==> config.mk <==
export PLATFORM = sky130hd
export DESIGN_NAME = dma_chan
export DESIGN_NICKNAME = d
export VERILOG_FILES = /design/src/rtl/dma_pkg.sv /design/src/rtl/dma_regs.sv /design/src/rtl/dma_trig.sv /design/src/rtl/dma_addr_gen.sv /design/src/rtl/dma_fsm.sv /design/src/rtl/dma_chan.sv
export SDC_FILE = /design/constraint.sdc
export NUM_CORES = 1
export LEC_CHECK = 0
export ABC_AREA = 0
export ABC_CLOCK_PERIOD_IN_PS = 4550
export BUFFER_PORTS_ARGS = -buffer_cell sky130_fd_sc_hd__buf_4
export CORE_UTILIZATION = 55
export CTS_CLUSTER_SIZE = 14
export DETAILED_ROUTE_END_ITERATION = 10
export PLACE_DENSITY = 0.76
export REMOVE_ABC_BUFFERS = 1
export SLEW_MARGIN = 10
export SYNTH_ARGS = -nofsm -noshare
export SYNTH_HDL_FRONTEND = slang
export SYNTH_HIERARCHICAL = 1
export SYNTH_SLANG_ARGS = --single-unit
==> constraint.sdc <==
create_clock -name clk -period 4.55 [get_ports clk]
set_input_delay 0.91 -clock clk [delete_from_list [all_inputs] [get_ports clk]]
set_output_delay 0.91 -clock clk [all_outputs]
set_load 0.05 [all_outputs]
==> src/rtl/dma_pkg.sv <==
`timescale 1ns/1ps
package dma_pkg;
    localparam int CFG_W     = 16;
    localparam int REG_SEL_W = 2;
    localparam int TRIG_N    = 4;
    localparam int TSEL_W    = $clog2(TRIG_N);

    localparam logic [REG_SEL_W-1:0] REG_SRC  = 2'd0;
    localparam logic [REG_SEL_W-1:0] REG_DST  = 2'd1;
    localparam logic [REG_SEL_W-1:0] REG_SIZE = 2'd2;
    localparam logic [REG_SEL_W-1:0] REG_CTRL = 2'd3;

    localparam int CTL_EN      = 0;
    localparam int CTL_IRQ_CLR = 15;

    typedef enum logic [1:0] {
        KIND_SINGLE = 2'd0,
        KIND_BLOCK  = 2'd1,
        KIND_BURST  = 2'd2,
        KIND_RSVD   = 2'd3
    } xfer_kind_e;

    typedef enum logic [1:0] {
        STEP_HOLD = 2'd0,
        STEP_INC  = 2'd1,
        STEP_DEC  = 2'd2,
        STEP_RSVD = 2'd3
    } step_e;

    typedef enum logic [1:0] {
        ST_IDLE,
        ST_READ,
        ST_WRITE,
        ST_GAP
    } fsm_e;

    typedef struct packed {
        logic [TSEL_W-1:0] tsel;
        step_e             dst_step;
        step_e             src_step;
        logic              word;
        logic              rpt;
        xfer_kind_e        kind;
    } ctrl_t;

    function automatic ctrl_t decode_ctrl(input logic [CFG_W-1:0] w);
        ctrl_t c;
        c.kind     = xfer_kind_e'(w[2:1]);
        c.rpt      = w[3];
        c.word     = w[4];
        c.src_step = step_e'(w[6:5]);
        c.dst_step = step_e'(w[8:7]);
        c.tsel     = w[9 +: TSEL_W];
        return c;
    endfunction
endpackage

==> src/rtl/dma_regs.sv <==
`timescale 1ns/1ps
module dma_regs
    import dma_pkg::*;
#(
    parameter int ADDR_W = 16,
    parameter int CNT_W  = 16
) (
    input  logic                 clk,
    input  logic                 rst,
    input  logic                 cfg_we,
    input  logic [REG_SEL_W-1:0] cfg_sel,
    input  logic [CFG_W-1:0]     cfg_wdata,
    input  logic                 pass_done,
    output logic [ADDR_W-1:0]    prog_src,
    output logic [ADDR_W-1:0]    prog_dst,
    output logic [CNT_W-1:0]     prog_size,
    output ctrl_t                cfg,
    output logic                 en,
    output logic                 irq,
    output logic                 arm
);
    logic ctl_wr;
    logic unused_bits;

    assign ctl_wr      = cfg_we && (cfg_sel == REG_CTRL);
    assign arm         = ctl_wr && cfg_wdata[CTL_EN] && !en;
    assign unused_bits = ^cfg_wdata[14:11];

    always_ff @(posedge clk) begin
        if (rst) begin
            prog_src  <= '0;
            prog_dst  <= '0;
            prog_size <= '0;
            cfg       <= '0;
            en        <= 1'b0;
            irq       <= 1'b0;
        end else begin
            if (cfg_we && cfg_sel == REG_SRC)  prog_src  <= cfg_wdata[ADDR_W-1:0];
            if (cfg_we && cfg_sel == REG_DST)  prog_dst  <= cfg_wdata[ADDR_W-1:0];
            if (cfg_we && cfg_sel == REG_SIZE) prog_size <= cfg_wdata[CNT_W-1:0];
            if (ctl_wr) cfg <= decode_ctrl(cfg_wdata);

            if (ctl_wr)                      en <= cfg_wdata[CTL_EN];
            else if (pass_done && !cfg.rpt)  en <= 1'b0;

            if (ctl_wr && cfg_wdata[CTL_IRQ_CLR]) irq <= 1'b0;
            else if (pass_done)                   irq <= 1'b1;
        end
    end


    irq_sticky_chk: assert property (@(posedge clk) disable iff (rst)
        irq && !(ctl_wr && cfg_wdata[CTL_IRQ_CLR]) |=> irq);


    en_drop_chk: assert property (@(posedge clk) disable iff (rst)
        pass_done && !cfg.rpt && !ctl_wr |=> !en);
endmodule

==> src/rtl/dma_trig.sv <==
`timescale 1ns/1ps
module dma_trig #(
    parameter int N     = 4,
    parameter int SEL_W = 2
) (
    input  logic             clk,
    input  logic             rst,
    input  logic [N-1:0]     trig,
    input  logic [SEL_W-1:0] sel,
    output logic             pulse
);
    logic cur;
    logic prev;

    assign cur   = trig[sel];
    assign pulse = cur && !prev;

    always_ff @(posedge clk) begin
        if (rst) prev <= 1'b0;
        else     prev <= cur;
    end


    edge_once_chk: assert property (@(posedge clk) disable iff (rst)
        pulse |=> !pulse);
endmodule

==> src/rtl/dma_addr_gen.sv <==
`timescale 1ns/1ps
module dma_addr_gen
    import dma_pkg::*;
#(
    parameter int ADDR_W = 16
) (
    input  logic              clk,
    input  logic              rst,
    input  logic              load,
    input  logic [ADDR_W-1:0] load_val,
    input  logic              adv,
    input  step_e             step,
    input  logic              word,
    output logic [ADDR_W-1:0] q
);
    logic [ADDR_W-1:0] unit;

    assign unit = word ? ADDR_W'(2) : ADDR_W'(1);

    always_ff @(posedge clk) begin
        if (rst) begin
            q <= '0;
        end else if (load) begin
            q <= load_val;
        end else if (adv) begin
            case (step)
                STEP_INC: q <= q + unit;
                STEP_DEC: q <= q - unit;
                default:  q <= q;
            endcase
        end
    end


    step_inc_chk: assert property (@(posedge clk) disable iff (rst)
        adv && !load && step == STEP_INC |=> q == $past(q) + $past(unit));


    step_hold_chk: assert property (@(posedge clk) disable iff (rst)
        adv && !load && (step == STEP_HOLD || step == STEP_RSVD) |=> $stable(q));
endmodule

==> src/rtl/dma_fsm.sv <==
`timescale 1ns/1ps
module dma_fsm
    import dma_pkg::*;
#(
    parameter int CNT_W = 16
) (
    input  logic             clk,
    input  logic             rst,
    input  logic             en,
    input  logic             pulse,
    input  logic             arm,
    input  xfer_kind_e       kind,
    input  logic             rpt,
    input  logic [CNT_W-1:0] prog_size,
    output logic             rd_cyc,
    output logic             wr_cyc,
    output logic             pass_done
);
    fsm_e             st, nx;
    logic [CNT_W-1:0] cnt;
    logic             odd;
    logic             last;

    assign last      = (cnt == CNT_W'(1));
    assign rd_cyc    = (st == ST_READ);
    assign wr_cyc    = (st == ST_WRITE);
    assign pass_done = wr_cyc && last;

    always_comb begin
        nx = st;
        case (st)
            ST_IDLE:  if (en && pulse) nx = ST_READ;
            ST_READ:  nx = ST_WRITE;
            ST_WRITE: begin
                if (last)                     nx = (rpt && kind == KIND_BURST) ? ST_GAP : ST_IDLE;
                else if (kind == KIND_BLOCK)  nx = ST_READ;
                else if (kind == KIND_BURST)  nx = odd ? ST_GAP : ST_READ;
                else                          nx = ST_IDLE;
            end
            ST_GAP:   nx = en ? ST_READ : ST_IDLE;
            default:  nx = ST_IDLE;
        endcase
    end

    always_ff @(posedge clk) begin
        if (rst) begin
            st  <= ST_IDLE;
            cnt <= '0;
            odd <= 1'b0;
        end else begin
            st <= nx;
            if (arm || (pass_done && rpt)) cnt <= prog_size;
            else if (wr_cyc)               cnt <= cnt - 1'b1;
            if (st == ST_IDLE)  odd <= 1'b0;
            else if (wr_cyc)    odd <= last ? 1'b0 : !odd;
        end
    end

    logic [2:0] busy_run;
    always_ff @(posedge clk) begin
        if (rst)                    busy_run <= '0;
        else if (rd_cyc || wr_cyc)  busy_run <= (busy_run == 3'd7) ? busy_run : busy_run + 1'b1;
        else                        busy_run <= '0;
    end


    burst_release_chk: assert property (@(posedge clk) disable iff (rst)
        kind == KIND_BURST && (rd_cyc || wr_cyc) |-> busy_run < 3'd4);


    block_backtoback_chk: assert property (@(posedge clk) disable iff (rst)
        wr_cyc && kind == KIND_BLOCK && !last |=> rd_cyc);


    idle_when_off_chk: assert property (@(posedge clk) disable iff (rst)
        st == ST_IDLE && !en |=> st == ST_IDLE);
endmodule

==> src/rtl/dma_chan.sv <==
`timescale 1ns/1ps
module dma_chan
    import dma_pkg::*;
#(
    parameter int ADDR_W = 16,
    parameter int CNT_W  = 16,
    parameter int DATA_W = 16
) (
    input  logic                 clk,
    input  logic                 rst,
    input  logic                 cfg_we,
    input  logic [REG_SEL_W-1:0] cfg_sel,
    input  logic [CFG_W-1:0]     cfg_wdata,
    input  logic [TRIG_N-1:0]    trig,
    output logic                 bus_req,
    output logic                 bus_we,
    output logic                 bus_byte,
    output logic [ADDR_W-1:0]    bus_addr,
    output logic [DATA_W-1:0]    bus_wdata,
    input  logic [DATA_W-1:0]    bus_rdata,
    output logic                 ch_en,
    output logic                 irq
);
    localparam int NUM_PTR = 2;

    logic [ADDR_W-1:0] prog_src, prog_dst;
    logic [CNT_W-1:0]  prog_size;
    ctrl_t             cfg;
    logic              en, arm, pulse;
    logic              rd_cyc, wr_cyc, pass_done, load_w;
    logic [ADDR_W-1:0] ptr_init [NUM_PTR];
    logic [ADDR_W-1:0] ptr_q    [NUM_PTR];
    step_e             ptr_step [NUM_PTR];

    dma_regs #(.ADDR_W(ADDR_W), .CNT_W(CNT_W)) u_regs (
        .clk(clk), .rst(rst), .cfg_we(cfg_we), .cfg_sel(cfg_sel),
        .cfg_wdata(cfg_wdata), .pass_done(pass_done),
        .prog_src(prog_src), .prog_dst(prog_dst), .prog_size(prog_size),
        .cfg(cfg), .en(en), .irq(irq), .arm(arm)
    );

    dma_trig #(.N(TRIG_N), .SEL_W(TSEL_W)) u_trig (
        .clk(clk), .rst(rst), .trig(trig), .sel(cfg.tsel), .pulse(pulse)
    );

    dma_fsm #(.CNT_W(CNT_W)) u_fsm (
        .clk(clk), .rst(rst), .en(en), .pulse(pulse), .arm(arm),
        .kind(cfg.kind), .rpt(cfg.rpt), .prog_size(prog_size),
        .rd_cyc(rd_cyc), .wr_cyc(wr_cyc), .pass_done(pass_done)
    );

    assign load_w      = arm || (pass_done && cfg.rpt);
    assign ptr_init[0] = prog_src;
    assign ptr_init[1] = prog_dst;
    assign ptr_step[0] = cfg.src_step;
    assign ptr_step[1] = cfg.dst_step;

    for (genvar g = 0; g < NUM_PTR; g++) begin : g_ptr
        dma_addr_gen #(.ADDR_W(ADDR_W)) u_ptr (
            .clk(clk), .rst(rst), .load(load_w), .load_val(ptr_init[g]),
            .adv(wr_cyc), .step(ptr_step[g]), .word(cfg.word), .q(ptr_q[g])
        );
    end

    assign bus_req   = rd_cyc || wr_cyc;
    assign bus_we    = wr_cyc;
    assign bus_byte  = !cfg.word;
    assign bus_addr  = wr_cyc ? ptr_q[1] : ptr_q[0];
    assign bus_wdata = cfg.word ? bus_rdata : {{(DATA_W-8){1'b0}}, bus_rdata[7:0]};
    assign ch_en     = en;


    we_needs_req_chk: assert property (@(posedge clk) disable iff (rst)
        bus_we |-> bus_req);


    write_after_read_chk: assert property (@(posedge clk) disable iff (rst)
        bus_req && !bus_we |=> bus_req && bus_we);
endmodule

# Word-level counts from Yosys, hierarchy flattened
# Cells that the tools add are included.
dict set report word_totals {
  regBits 112
  latch_bits 0
  mem_bits_rw 0
  mem_bits_ro 0
  inputBits 41
  out_inout_bits 37
  wordCells 91
  mem_count 0
}
dict set report op_classes {
  add_sub_neg 5
  multipliers 0
  n_div 0
  n_lt_le_gt_ge 1
  n_eq_ne 14
  shift 0
  n_mux 24
  bitwise 0
  n_reduce_logical 30
}
# cell count
set op_table {}
lappend op_table {{$mux 16} 8}
lappend op_table {{$pmux 16 s2} 2}
lappend op_table {{$add 16x16->16} 2}
lappend op_table {{$sub 16x16->16} 2}
lappend op_table {{$eq 16x1->1 const B} 1}
lappend op_table {{$sub 16x1->16 const B} 1}
lappend op_table {{$eq 2x2->1 const B} 7}
lappend op_table {{$mux 2} 7}
lappend op_table {{$logic_and 1x1->1} 13}
lappend op_table {{$eq 2x1->1 const B} 5}
lappend op_table {{$pmux 2 s4} 1}
lappend op_table {{$reduce_bool 3->1} 2}
lappend op_table {{$logic_not 1->1} 5}
lappend op_table {{$mux 1} 5}
lappend op_table {{$logic_not 2->1} 2}
lappend op_table {{$reduce_and 2->1} 2}
lappend op_table {{$reduce_bool 2->1} 2}
lappend op_table {{$reduce_or 2->1} 2}
lappend op_table {{$lt 2x3->1 const B} 1}
lappend op_table {{$bmux 1 s2} 1}
lappend op_table {{$logic_or 1x1->1} 2}
lappend op_table {{$ne 2x1->1 const B} 1}

# Depth between registers and ports, before layout
# Gate-level depths: netlist of the first run.
dict set report depth {
  word_depth 7
  depth_mapped 11
}

# Modules after synthesis
# The synthesis of the first run kept the hierarchy.
# mod instances cells_per_inst area_per_inst_um2
set by_module_without_submodules {}
lappend by_module_without_submodules {dma_regs 1 270 2167.1}
lappend by_module_without_submodules {dma_fsm 1 167 1402.6}
lappend by_module_without_submodules {{dma_addr_gen at g_ptr[0].u_ptr} 1 183 1383.8}
lappend by_module_without_submodules {{dma_addr_gen at g_ptr[1].u_ptr} 1 180 1358.8}
lappend by_module_without_submodules {dma_chan 1 37 372.9}
lappend by_module_without_submodules {dma_trig 1 4 70.1}

# Worst setup path after synthesis of the first run
# Ideal clock, no wire load.
dict set report synth_timing {
  path_kind {input-to-reg}
  startpoint {in cfg_sel[0]}
  endpoint {reg g_ptr[1].u_ptr.q[11]}
  setup_time_ns 0.121
  arrival_time_ns 2.634
  t_required_ns 4.429
  setup_slack_ns 1.795
  cell_stages 10
  path_buffers 4
  path_cell_list {buf_2 > nand3_1 > clkbuf_1 > nor3b_1 > a21o_1 > clkbuf_1 > inv_1 > clkbuf_1 > o21ai_0 > nor3_1}
}
dict set report synth_via {
  elab_chain_len 7
  word_cells_on_any_way 9
  classes_between {eq/ne: 1; mux: 1; reduce/logical: 7}
}
# element line
set synth_lines {}
lappend synth_lines {{start: declaration} dma_chan.sv:12} ;# input logic [REG_SEL_W-1:0] cfg_sel,
lappend synth_lines {{$eq 2x2->1 *} dma_regs.sv:25} ;# assign ctl_wr = cfg_we && (cfg_sel == REG_CTRL);
lappend synth_lines {{$logic_and 1x1->1 *} dma_regs.sv:25}
lappend synth_lines {{$logic_and 1x1->1 * (2 in a row)} dma_regs.sv:26} ;# assign arm = ctl_wr && cfg_wdata[CTL_EN] && !en;
lappend synth_lines {{net arm} dma_chan.sv:29} ;# logic en, arm, pulse;
lappend synth_lines {{$logic_or 1x1->1 *} dma_chan.sv:52} ;# assign load_w = arm || (pass_done && cfg.rpt);
lappend synth_lines {{net load_w} dma_chan.sv:30} ;# logic rd_cyc, wr_cyc, pass_done, load_w;
lappend synth_lines {{$reduce_bool 3->1 (no line) or $reduce_bool 2->1 (tied branches)} n/a}
lappend synth_lines {{$reduce_and 2->1 (no line)} n/a}
lappend synth_lines {{end signal: assignment} dma_addr_gen.sv:24} ;# q <= load_val;
lappend synth_lines {{end signal: assignment} dma_addr_gen.sv:27} ;# STEP_INC: q <= q + unit;
lappend synth_lines {{end signal: assignment} dma_addr_gen.sv:28} ;# STEP_DEC: q <= q - unit;
lappend synth_lines {{end: declaration} dma_addr_gen.sv:14} ;# output logic [ADDR_W-1:0] q
# Mark *: on every way through the listed nets, which the timed path passes. The rest lies on a longest branch.
# A chain may end at the register's enable or synchronous reset.

# Final worst setup path of the first run
dict set report layout_timing {
  startpoint {reg u_fsm.cnt[8]}
  endpoint {reg g_ptr[1].u_ptr.q[12]}
}
dict set report layout_via {
  elab_chain_len 6
  word_cells_on_any_way 8
  classes_between {eq/ne: 1; mux: 1; reduce/logical: 6}
}
# element line
set layout_lines {}
lappend layout_lines {{start: declaration} dma_fsm.sv:20} ;# logic [CNT_W-1:0] cnt;
lappend layout_lines {{start signal: assignment} dma_fsm.sv:52} ;# if (arm || (pass_done && rpt)) cnt <= prog_size;
lappend layout_lines {{start signal: assignment} dma_fsm.sv:53} ;# else if (wr_cyc) cnt <= cnt - 1'b1;
lappend layout_lines {{$eq 16x1->1 *} dma_fsm.sv:24} ;# assign last = (cnt == CNT_W'(1));
lappend layout_lines {{$logic_and 1x1->1 *} dma_fsm.sv:27} ;# assign pass_done = wr_cyc && last;
lappend layout_lines {{net pass_done} dma_chan.sv:30}
lappend layout_lines {{$logic_and 1x1->1 *} dma_chan.sv:52}
lappend layout_lines {{$logic_or 1x1->1 *} dma_chan.sv:52}
lappend layout_lines {{net load_w} dma_chan.sv:30}
lappend layout_lines {{$reduce_bool 3->1 (no line) or $reduce_bool 2->1 (tied branches)} n/a}
lappend layout_lines {{$reduce_and 2->1 (no line)} n/a}
lappend layout_lines {{end signal: assignment} dma_addr_gen.sv:27}
lappend layout_lines {{end signal: assignment} dma_addr_gen.sv:28}
lappend layout_lines {{end signal: assignment} dma_addr_gen.sv:29} ;# default: q <= q;
# Marks and branches as above.

==> results.py, run 1 <==
metrics = {
    "clock_network": {
        "post-cts-setup-buffers": 0,
        "root_buffer": "clkbuf_16",
        "cts_buffers": 9,
        "clock_sinks": 112,
        "hold_buffers": 0,
        "ctsHtreeMaxLevel": 3,
        "cts_resized": 0,
        "cts_tree": "yes",
        "clock_path_buffers": 2,
        "clk_pin_slew_ns": 0.07,
        "clock_latency_ns": 0.35,
    },
    "finish": {
        "syn2layout_area_growth_pct": 9.06,
        "final_cell_mix": "nand2_1 (161), dfxtp_1 (112), a21oi_1 (101)",
        "final_cell_area_um2": 7370,
        "final_util_pct": 61.3,
        "final_common_cell": "nand2_1",
        "insertedDiodeCount": 0,
        "layout-drive-gt1-share_pct": 16.8,
        "final_cells": 1008,
        "nets": 907,
        "fill_cells": 1080,
    },
    "floorplanning": {
        "die_x_um": 113,
        "core_um2": 12000,
        "initial_core_util_pct": 56.2,
        "num_rows": 40,
        "dieArea_um2": 12700,
        "fp.dieH_um": 113,
        "io_pins": 78,
    },
    "worst_setup_path": {
        "start_kind": "flip-flop",
        "worstPathArrival_ns": 3.54,
        "end_kind": "flip-flop",
        "critPathMaxFanout": 20,
        "r2r_cells": 8,
        "path_class": "reg -> reg",
        "cp.required_ns": 4.76,
    },
    "detailed_routing": {
        "via_per_inst": 6.37,
        "dr_wl_met3_um": 1640,
        "wl_um": 19400,
        "met1Wirelength_um": 8360,
        "drt-pass1-iter-count": 5,
        "drcViolationCount": 0,
        "highest_layer": "met4",
        "drt-initial-drc-count": 702,
        "wl_met2_um": 9110,
        "ant_nets": 0,
        "vias": 6419,
        "drt-wirelength-per-cell_um": 19.2,
    },
    "place": {
        "gp_congestion": 0.925,
        "portBuffers": 61,
        "dp_hpwl_um": 14100,
        "placed_area_um2": 7040,
        "dp_cells": 992,
    },
    "sta": {
        "rsz0062_at_grt": "no",
        "relSlewSlack_pct": 38.8,
        "setup_viol": 0,
        "fin_crit_ns": 3.33,
        "drv_slew": 0,
        "fin_crit_sh_pct": 73.3,
        "worst_pin_slew_ns": 0.912,
        "finalHoldViolCount": 0,
        "max_freq_mhz": 300,
        "fin_skew_ns": 0.00654,
        "finalSetupTns_ns": 0,
        "timing.hold.ws_ns": 0.458,
    },
    "global_route": {
        "overflow": 0,
        "grt_start_max_net_pins": 68,
        "antenna_found_initial": 0,
        "grt_util_all_layers_pct": 30.6,
        "grt_pass1_wl_um": 30600,
        "grt_pass1_vias": 5919,
    },
    "logic_synthesis": {
        "async_flop_share_pct": 0,
        "synth_edf_count": 0,
        "avgSynthCellArea_um2": 8.03,
        "synth.yosys.seq_area_share_pct": 33.2,
        "ys_types": 88,
        "synth_flop_cell": "dfxtp_1",
        "synth_seq_cells": 112,
        "yosys_warnings": 6,
        "syn-instance-count": 841,
        "synth_area_um2": 6760,
    },
    "min_path": {
        "worstHoldPathType": "reg -> reg",
        "holdPathStages": 2,
    },
    "power": {
        "power.leakage_nw": 2.64,
        "ir_worst_vdd_mv": 0.182,
        "p_per_area_nw_per_um2": 287,
    },
    "run_status": {
        "status": "completed",
    },
    "flow_run": {
        "maxCapViolations": 0,
    },
}
[layout make-up]
class / instances / area (um2) / share of cell area, %
Multi-Input combinational cell: 644 / 4040 / 54.8
Inverter: 23 / 86.3 / 1.17
Clock buffer: 11 / 243 / 3.29
Sequential cell: 112 / 2240 / 30.4
Clock inverter: 5 / 80.1 / 1.09
Timing Repair Buffer: 66 / 495 / 6.73
Tap cell: 147 / 184 / 2.50
[worst max-delay path: stages, from the launching register on]
cell and delay (ns):
dfxtp_1 0.39, nor4_4 0.47, nand4b_1 0.20, nor4_1 0.46, a21o_1 0.67, inv_1 0.46
and3_1 0.31, a21oi_1 0.13, o22ai_1 0.09
[routing by layer]
layer  up-vias  global-route usage [%]
li1       3016                       -
met1      3075                    42.5
met2       306                    48.7
met3        22                    6.11
met4         0                    7.29
met5         -                       0
[cell usage after synthesis (9+ instances only)]
library cell / instances / area (um2)
a211oi_1: 14 / 105
a21oi_1: 101 / 505
and3_1: 11 / 68.8
buf_2: 15 / 75.1
buf_4: 12 / 90.1
clkbuf_1: 22 / 82.6
dfxtp_1: 112 / 2240
inv_1: 22 / 82.6
mux2_2: 10 / 113
mux2_4: 9 / 135
nand2_1: 161 / 604
nand2b_1: 12 / 75.1
nand3_1: 19 / 95.1
nand4_1: 22 / 138
nor2_1: 51 / 191
nor3_1: 18 / 90.1
nor4_1: 14 / 87.6
xnor2_1: 19 / 166
xor2_1: 9 / 78.8
[worst paths after layout]
check,from,end,slack [ns]
max,u_fsm/cnt[8],g_ptr[1].u_ptr/q[12],1.22
min reg2reg,u_regs/prog_size[1],u_regs/prog_size[1],0.46
min,u_regs/prog_size[1],u_regs/prog_size[1],0.46
max reg2reg,u_fsm/cnt[8],g_ptr[1].u_ptr/q[12],1.22
[state kept, by name, indices dropped and copies added (netlist names), 2 cells and up]
register and flops:
u_fsm/st 2, u_fsm/cnt 16, u_regs/prog_src 16, u_regs/prog_size 16, g_ptr.u_ptr/q 32, u_regs/cfg 10
u_regs/prog_dst 16
[metrics by stage]
step / total power [mW] / setup WS (ns)
3_5_place_dp: 1.29 / 0.932
4_1_cts: 2.12 / 1.30
5_1_grt: 2.19 / 0.980
2_1_floorplan: 1.19 / 0.422
6_report: 2.12 / 1.22
3_3_place_gp: 1.28 / 1.04
[power breakdown]
| part | switching, mW | total, mW | internal [mW] |
|---|---|---|---|
| clock | 0.350 | 0.846 | 0.497 |
| sequential | 0.0318 | 1.04 | 1.01 |
| combinational | 0.143 | 0.234 | 0.0911 |
[kinds of logic (layout without fill, tap and decap cells)]
logic type,count (synthesis),count (layout),synth area share (%)
adders and majority gates,10,10,2.07
muxes,25,25,4.74
and+or+nand+nor,388,388,30.4
xor gates and xnor gates,28,28,3.63
AOI/OAI and AO/OA,193,193,18.9
DFF,112,112,33.2
buffers and inverters,85,105,7.13
No activity file was read; power rests on OpenSTA's default activity.
==> run 2: changes to the inputs <==
Settings changed: ABC_CLOCK_PERIOD_IN_PS 4550 to 2800, CORE_UTILIZATION 55 to 54, PLACE_DENSITY 0.76 to 0.78.
Clock period 4.55 ns to 2.8 ns, I/O delays scaled along.
==> results.py, run 2 (synthesis gave the netlist of run 1 again) <==
metrics = {
    "power": {
        "p_sw_mw": 0.861,
        "switching_share_pct": 25.2,
        "internal_power_mw": 2.55,
        "seqPwrFrac_pct": 49.4,
        "p_comb_share_pct": 11.5,
        "p_per_area_nw_per_um2": 456,
        "ir_worst_vdd_mv": 0.348,
        "clockPowerShare_pct": 39.1,
        "power.leakage_nw": 2.70,
    },
    "place": {
        "portBuffers": 61,
        "dp_slack_ns": 0.314,
        "dp_hpwl_um": 13600,
        "gp_congestion": 0.927,
    },
    "sta": {
        "setup_viol": 0,
        "relSlewSlack_pct": 47.2,
        "worst_slack_ns": 0.0754,
        "fin_crit_sh_pct": 97.3,
        "fin_skew_ns": 0.00677,
        "finalHoldViolCount": 0,
        "worst_pin_slew_ns": 0.781,
        "finalSetupTns_ns": 0,
        "fin_crit_ns": 2.72,
        "drv_slew": 0,
        "max_freq_mhz": 367,
    },
    "worst_setup_path": {
        "start_kind": "flip-flop",
        "end_kind": "output pin",
        "critPathMaxFanout": 19,
        "path_class": "reg -> out",
        "cp.required_ns": 2.24,
        "worstPathArrival_ns": 2.16,
        "max_stage_delay_ns": 0.49,
        "cpMaxStageDelayCell": "dfxtp_1",
        "crit_chain": "nand2b_1 > inv_4 > buf_12 > mux2_2 > buf_4",
    },
    "clock_network": {
        "clk_pin_slew_ns": 0.07,
        "ctsHtreeMaxLevel": 3,
        "root_buffer": "clkbuf_16",
        "clock_sinks": 112,
        "cts_buffers": 9,
        "cts_tree": "yes",
        "clock_path_buffers": 2,
        "clock_latency_ns": 0.35,
        "hold_buffers": 0,
        "cts_resized": 0,
        "post-cts-setup-buffers": 0,
    },
    "floorplanning": {
        "fp.dieH_um": 114,
        "initial_core_util_pct": 55.8,
        "core_um2": 12100,
        "io_pins": 78,
        "dieArea_um2": 13000,
        "die_x_um": 114,
        "num_rows": 40,
    },
    "detailed_routing": {
        "drcViolationCount": 0,
        "drt-wirelength-per-cell_um": 18.2,
        "drt-initial-drc-count": 650,
        "via_per_inst": 6.17,
        "wl_um": 18900,
        "drt-pass1-iter-count": 5,
        "ant_nets": 0,
        "vias": 6406,
    },
    "finish": {
        "nets": 919,
        "fill_cells": 1109,
        "layout-drive-gt1-share_pct": 17.9,
        "regMostFlops": "g_ptr.u_ptr/q",
        "largest_reg_flops": 32,
        "syn2layout_area_growth_pct": 10.7,
        "final_cell_mix": "nand2_1 (161), dfxtp_1 (112), a21oi_1 (101)",
        "insertedDiodeCount": 0,
        "final_common_cell": "nand2_1",
    },
    "global_route": {
        "grt_start_max_net_pins": 44,
        "grt_pass1_wl_um": 30100,
        "overflow": 0,
        "grt_pass1_vias": 5686,
        "grtUsageMet3_pct": 5.15,
        "grt_util_all_layers_pct": 29.9,
        "antenna_found_initial": 0,
        "use_met2_pct": 45.7,
        "busiest_layer": "met2",
        "use_met1_pct": 42.5,
    },
    "min_path": {
        "worstHoldPathType": "reg -> reg",
    },
    "run_status": {
        "status": "completed",
    },
    "flow_run": {
        "maxCapViolations": 0,
    },
}
[run 2: critical path: cells and delay by family (launching register included)]
kind	cells	cell delay (ns)
buffers and inverters	3	0.66
DFF	1	0.49
muxes	1	0.36
and+or+nand+nor	1	0.29
[run 2: worst paths after layout]
kind                                        endpoint               start  slack, ns  cells past startpoint
worst max-delay path                     bus_addr[3]         u_fsm/st[1]       0.08                      5
worst min-delay path              u_regs/prog_dst[7]  u_regs/prog_dst[7]       0.46                      2
worst max register to register  g_ptr[1].u_ptr/q[14]       u_regs/cfg[3]       0.25                      8
worst min register to register    u_regs/prog_dst[7]  u_regs/prog_dst[7]       0.46                      2
[run 2: stage by stage]
step | area, um2 | hold WS [ns] | utilization [%] | instances | power [mW]
after floorplan | 6360 | 0.425 | - | 779 | 1.93
after global placement | 7170 | 0.442 | 59.2 | 1025 | 2.10
after detailed placement | 7170 | 0.448 | 59.2 | 1025 | 2.10
after CTS | 7480 | 0.452 | 61.7 | 1039 | 3.42
after global routing | 7480 | 0.467 | 61.8 | 1039 | 3.52
final | 7480 | 0.457 | 61.8 | 1039 | 3.41
[run 2: area by class of cell]
type                       count  area (um2)  share of cell area (%)
clock buffer                  12         267                    3.56
clock inverter                 2        38.8                   0.518
inverter                      23        88.8                    1.19
multi-input combinational    644        4040                    54.0
sequential                   112        2240                    30.0
tap                          168         210                    2.81
timing repair buffer          78         598                    7.99
[run 2: routing by layer]
layer	share of wire, %	vias up
met5	0	-
met1	45	3003
met2	44	313
met3	8.7	36
met4	2.3	0
li1	-	3054
[run 2: power by group through the flow]
stage / registers [mW] / logic [mW] / clock network [mW]
3_5_place_dp: 1.72 / 0.384 / 0
3_3_place_gp: 1.72 / 0.383 / 0
2_1_floorplan: 1.70 / 0.230 / 0
5_1_grt: 1.69 / 0.424 / 1.41
6_report: 1.68 / 0.392 / 1.33
4_1_cts: 1.68 / 0.386 / 1.35
==> run 3: changes to the inputs <==
==> constraint.sdc (replaced) <==
create_clock -name clk -period 2.8 [get_ports clk]
set_input_delay 0.7 -clock clk [delete_from_list [all_inputs] [get_ports clk]]
set_output_delay 0.7 -clock clk [all_outputs]
set_load 0.05 [all_outputs]
==> results.py, run 3 (synthesis gave the netlist of run 1 again) <==
metrics = {
    "finish": {
        "fill_cells": 1125,
        "multi_input_area_um2": 4040,
        "final_cell_area_um2": 7510,
        "insertedDiodeCount": 0,
        "final_common_cell": "nand2_1",
        "regMostFlops": "g_ptr.u_ptr/q",
        "final_cell_mix": "nand2_1 (161), dfxtp_1 (112), a21oi_1 (101)",
        "final_cells": 1044,
        "layout-drive-gt1-share_pct": 18.4,
        "seqCellArea_um2": 2240,
        "nets": 922,
        "syn2layout_area_growth_pct": 11.2,
        "largest_reg_flops": 32,
    },
    "worst_setup_path": {
        "worstPathArrival_ns": 1.97,
        "end_kind": "output pin",
        "critPathMaxFanout": 21,
        "max_stage_delay_ns": 0.46,
        "cp_top_family": "buffers and inverters",
        "start_kind": "flip-flop",
        "cp.required_ns": 2.10,
        "crit_chain": "nand2b_1 > inv_2 > buf_12 > mux2_2 > buf_4",
        "worst-path-buf-inv": 3,
        "path_class": "reg -> out",
        "cpMaxStageDelayCell": "dfxtp_1",
    },
    "sta": {
        "fin_crit_ns": 2.67,
        "relSlewSlack_pct": 51.4,
        "drv_slew": 0,
        "fin_skew_ns": 0.00855,
        "finalHoldViolCount": 0,
        "max_freq_mhz": 374,
        "rsz0062_at_grt": "no",
        "worst_slack_ns": 0.127,
        "worst_pin_slew_ns": 0.728,
        "fin_crit_sh_pct": 95.5,
        "setup_viol": 0,
        "finalSetupTns_ns": 0,
    },
    "floorplanning": {
        "num_rows": 40,
        "io_pins": 78,
        "dieArea_um2": 13000,
        "core_um2": 12100,
        "initial_core_util_pct": 55.8,
        "fp.dieH_um": 114,
        "die_x_um": 114,
    },
    "clock_network": {
        "ctsHtreeMaxLevel": 3,
        "post-cts-setup-buffers": 0,
        "cts_buffers": 9,
        "clk_pin_slew_ns": 0.08,
        "cts_tree": "yes",
        "clock_sinks": 112,
        "clock_path_buffers": 2,
        "clock_latency_ns": 0.36,
        "root_buffer": "clkbuf_16",
        "cts_resized": 0,
        "hold_buffers": 0,
    },
    "detailed_routing": {
        "wl_um": 18900,
        "drt-wirelength-per-cell_um": 18.1,
        "ant_nets": 0,
        "via_per_inst": 6.17,
        "drt-pass1-iter-count": 8,
        "drcViolationCount": 0,
        "drt-initial-drc-count": 700,
        "vias": 6440,
    },
    "global_route": {
        "grt_pass1_wl_um": 29800,
        "grt_util_all_layers_pct": 29.6,
        "grt_start_max_net_pins": 54,
        "antenna_found_initial": 0,
        "grt_pass1_vias": 5676,
        "overflow": 0,
    },
    "flow_run": {
        "maxCapViolations": 0,
    },
    "place": {
        "dp_slack_ns": 0.284,
        "dp_cells": 1028,
        "portBuffers": 61,
        "placed_area_um2": 7210,
        "gp_congestion": 0.943,
        "dp_hpwl_um": 13800,
    },
    "power": {
        "power.leakage_nw": 2.72,
        "p_per_area_nw_per_um2": 449,
        "power_mw": 3.38,
        "ir_worst_vdd_mv": 0.423,
    },
    "min_path": {
        "worstHoldPathType": "reg -> reg",
    },
    "run_status": {
        "status": "completed",
    },
}
-- run 3: cell types whose count changed in the layout (fill, tap and decap cells not counted) --
cell,change
clkinv_4,-1
inv_4,-1
buf_12,+1
buf_4,+2
clkinvlp_4,+2
bufinv_16,-1
inv_6,+1
inv_8,+1
inv_2,+1
-- run 3: metal layers --
| metal | wire length, um | vias to the layer above | GRT usage [%] |
|---|---|---|---|
| li1 | - | 3045 | - |
| met1 | 8320 | 3040 | 41.7 |
| met2 | 8480 | 316 | 44.7 |
| met3 | 1590 | 39 | 6.00 |
| met4 | 552 | 0 | 11.2 |
| met5 | 0 | - | 0 |
-- run 3: cell type report --
| class | instances | share of cell area [%] |
|---|---|---|
| Clock inverter | 4 | 0.467 |
| Clock buffer | 12 | 3.55 |
| Multi-Input combinational cell | 644 | 53.7 |
| Tap cell | 168 | 2.80 |
| Inverter | 23 | 1.15 |
| Timing Repair Buffer | 81 | 8.43 |
| Sequential cell | 112 | 29.9 |
-- run 3: final timing paths --
kind	start	endpoint	slack, ns	cells past startpoint
setup / recovery	u_fsm/st[1]	bus_addr[3]	0.13	5
setup reg to reg	u_regs/cfg[4]	g_ptr[0].u_ptr/q[6]	0.24	8
hold reg to reg	u_regs/prog_size[5]	u_fsm/cnt[5]	0.45	2
hold / removal	u_regs/prog_size[5]	u_fsm/cnt[5]	0.45	2
-- run 3: per-stage QoR --
stage	hold WS, ns	util (%)
after detailed placement	0.443	59.5
after CTS	0.454	62.0
after global routing	0.475	62.0
after global placement	0.438	59.5
final	0.455	62.0
after floorplan	0.425	-
-- run 3: worst register-to-register path, stage by stage (launching register included) --
cell and delay [ns]:
dfxtp_1 0.39, nand2b_4 0.27, nor2_1 0.11, fa_1 0.54, nor2_1 0.21, and4b_1 0.23
a21oi_1 0.05, or3_2 0.42, a311oi_1 0.24
-- run 3: power by group --
group	switching, mW	leakage [nW]	internal [mW]	total, mW
Sequential	0.0488	0.908	1.63	1.68
Clock	0.613	0.143	0.687	1.30
Combinational	0.236	1.66	0.157	0.393
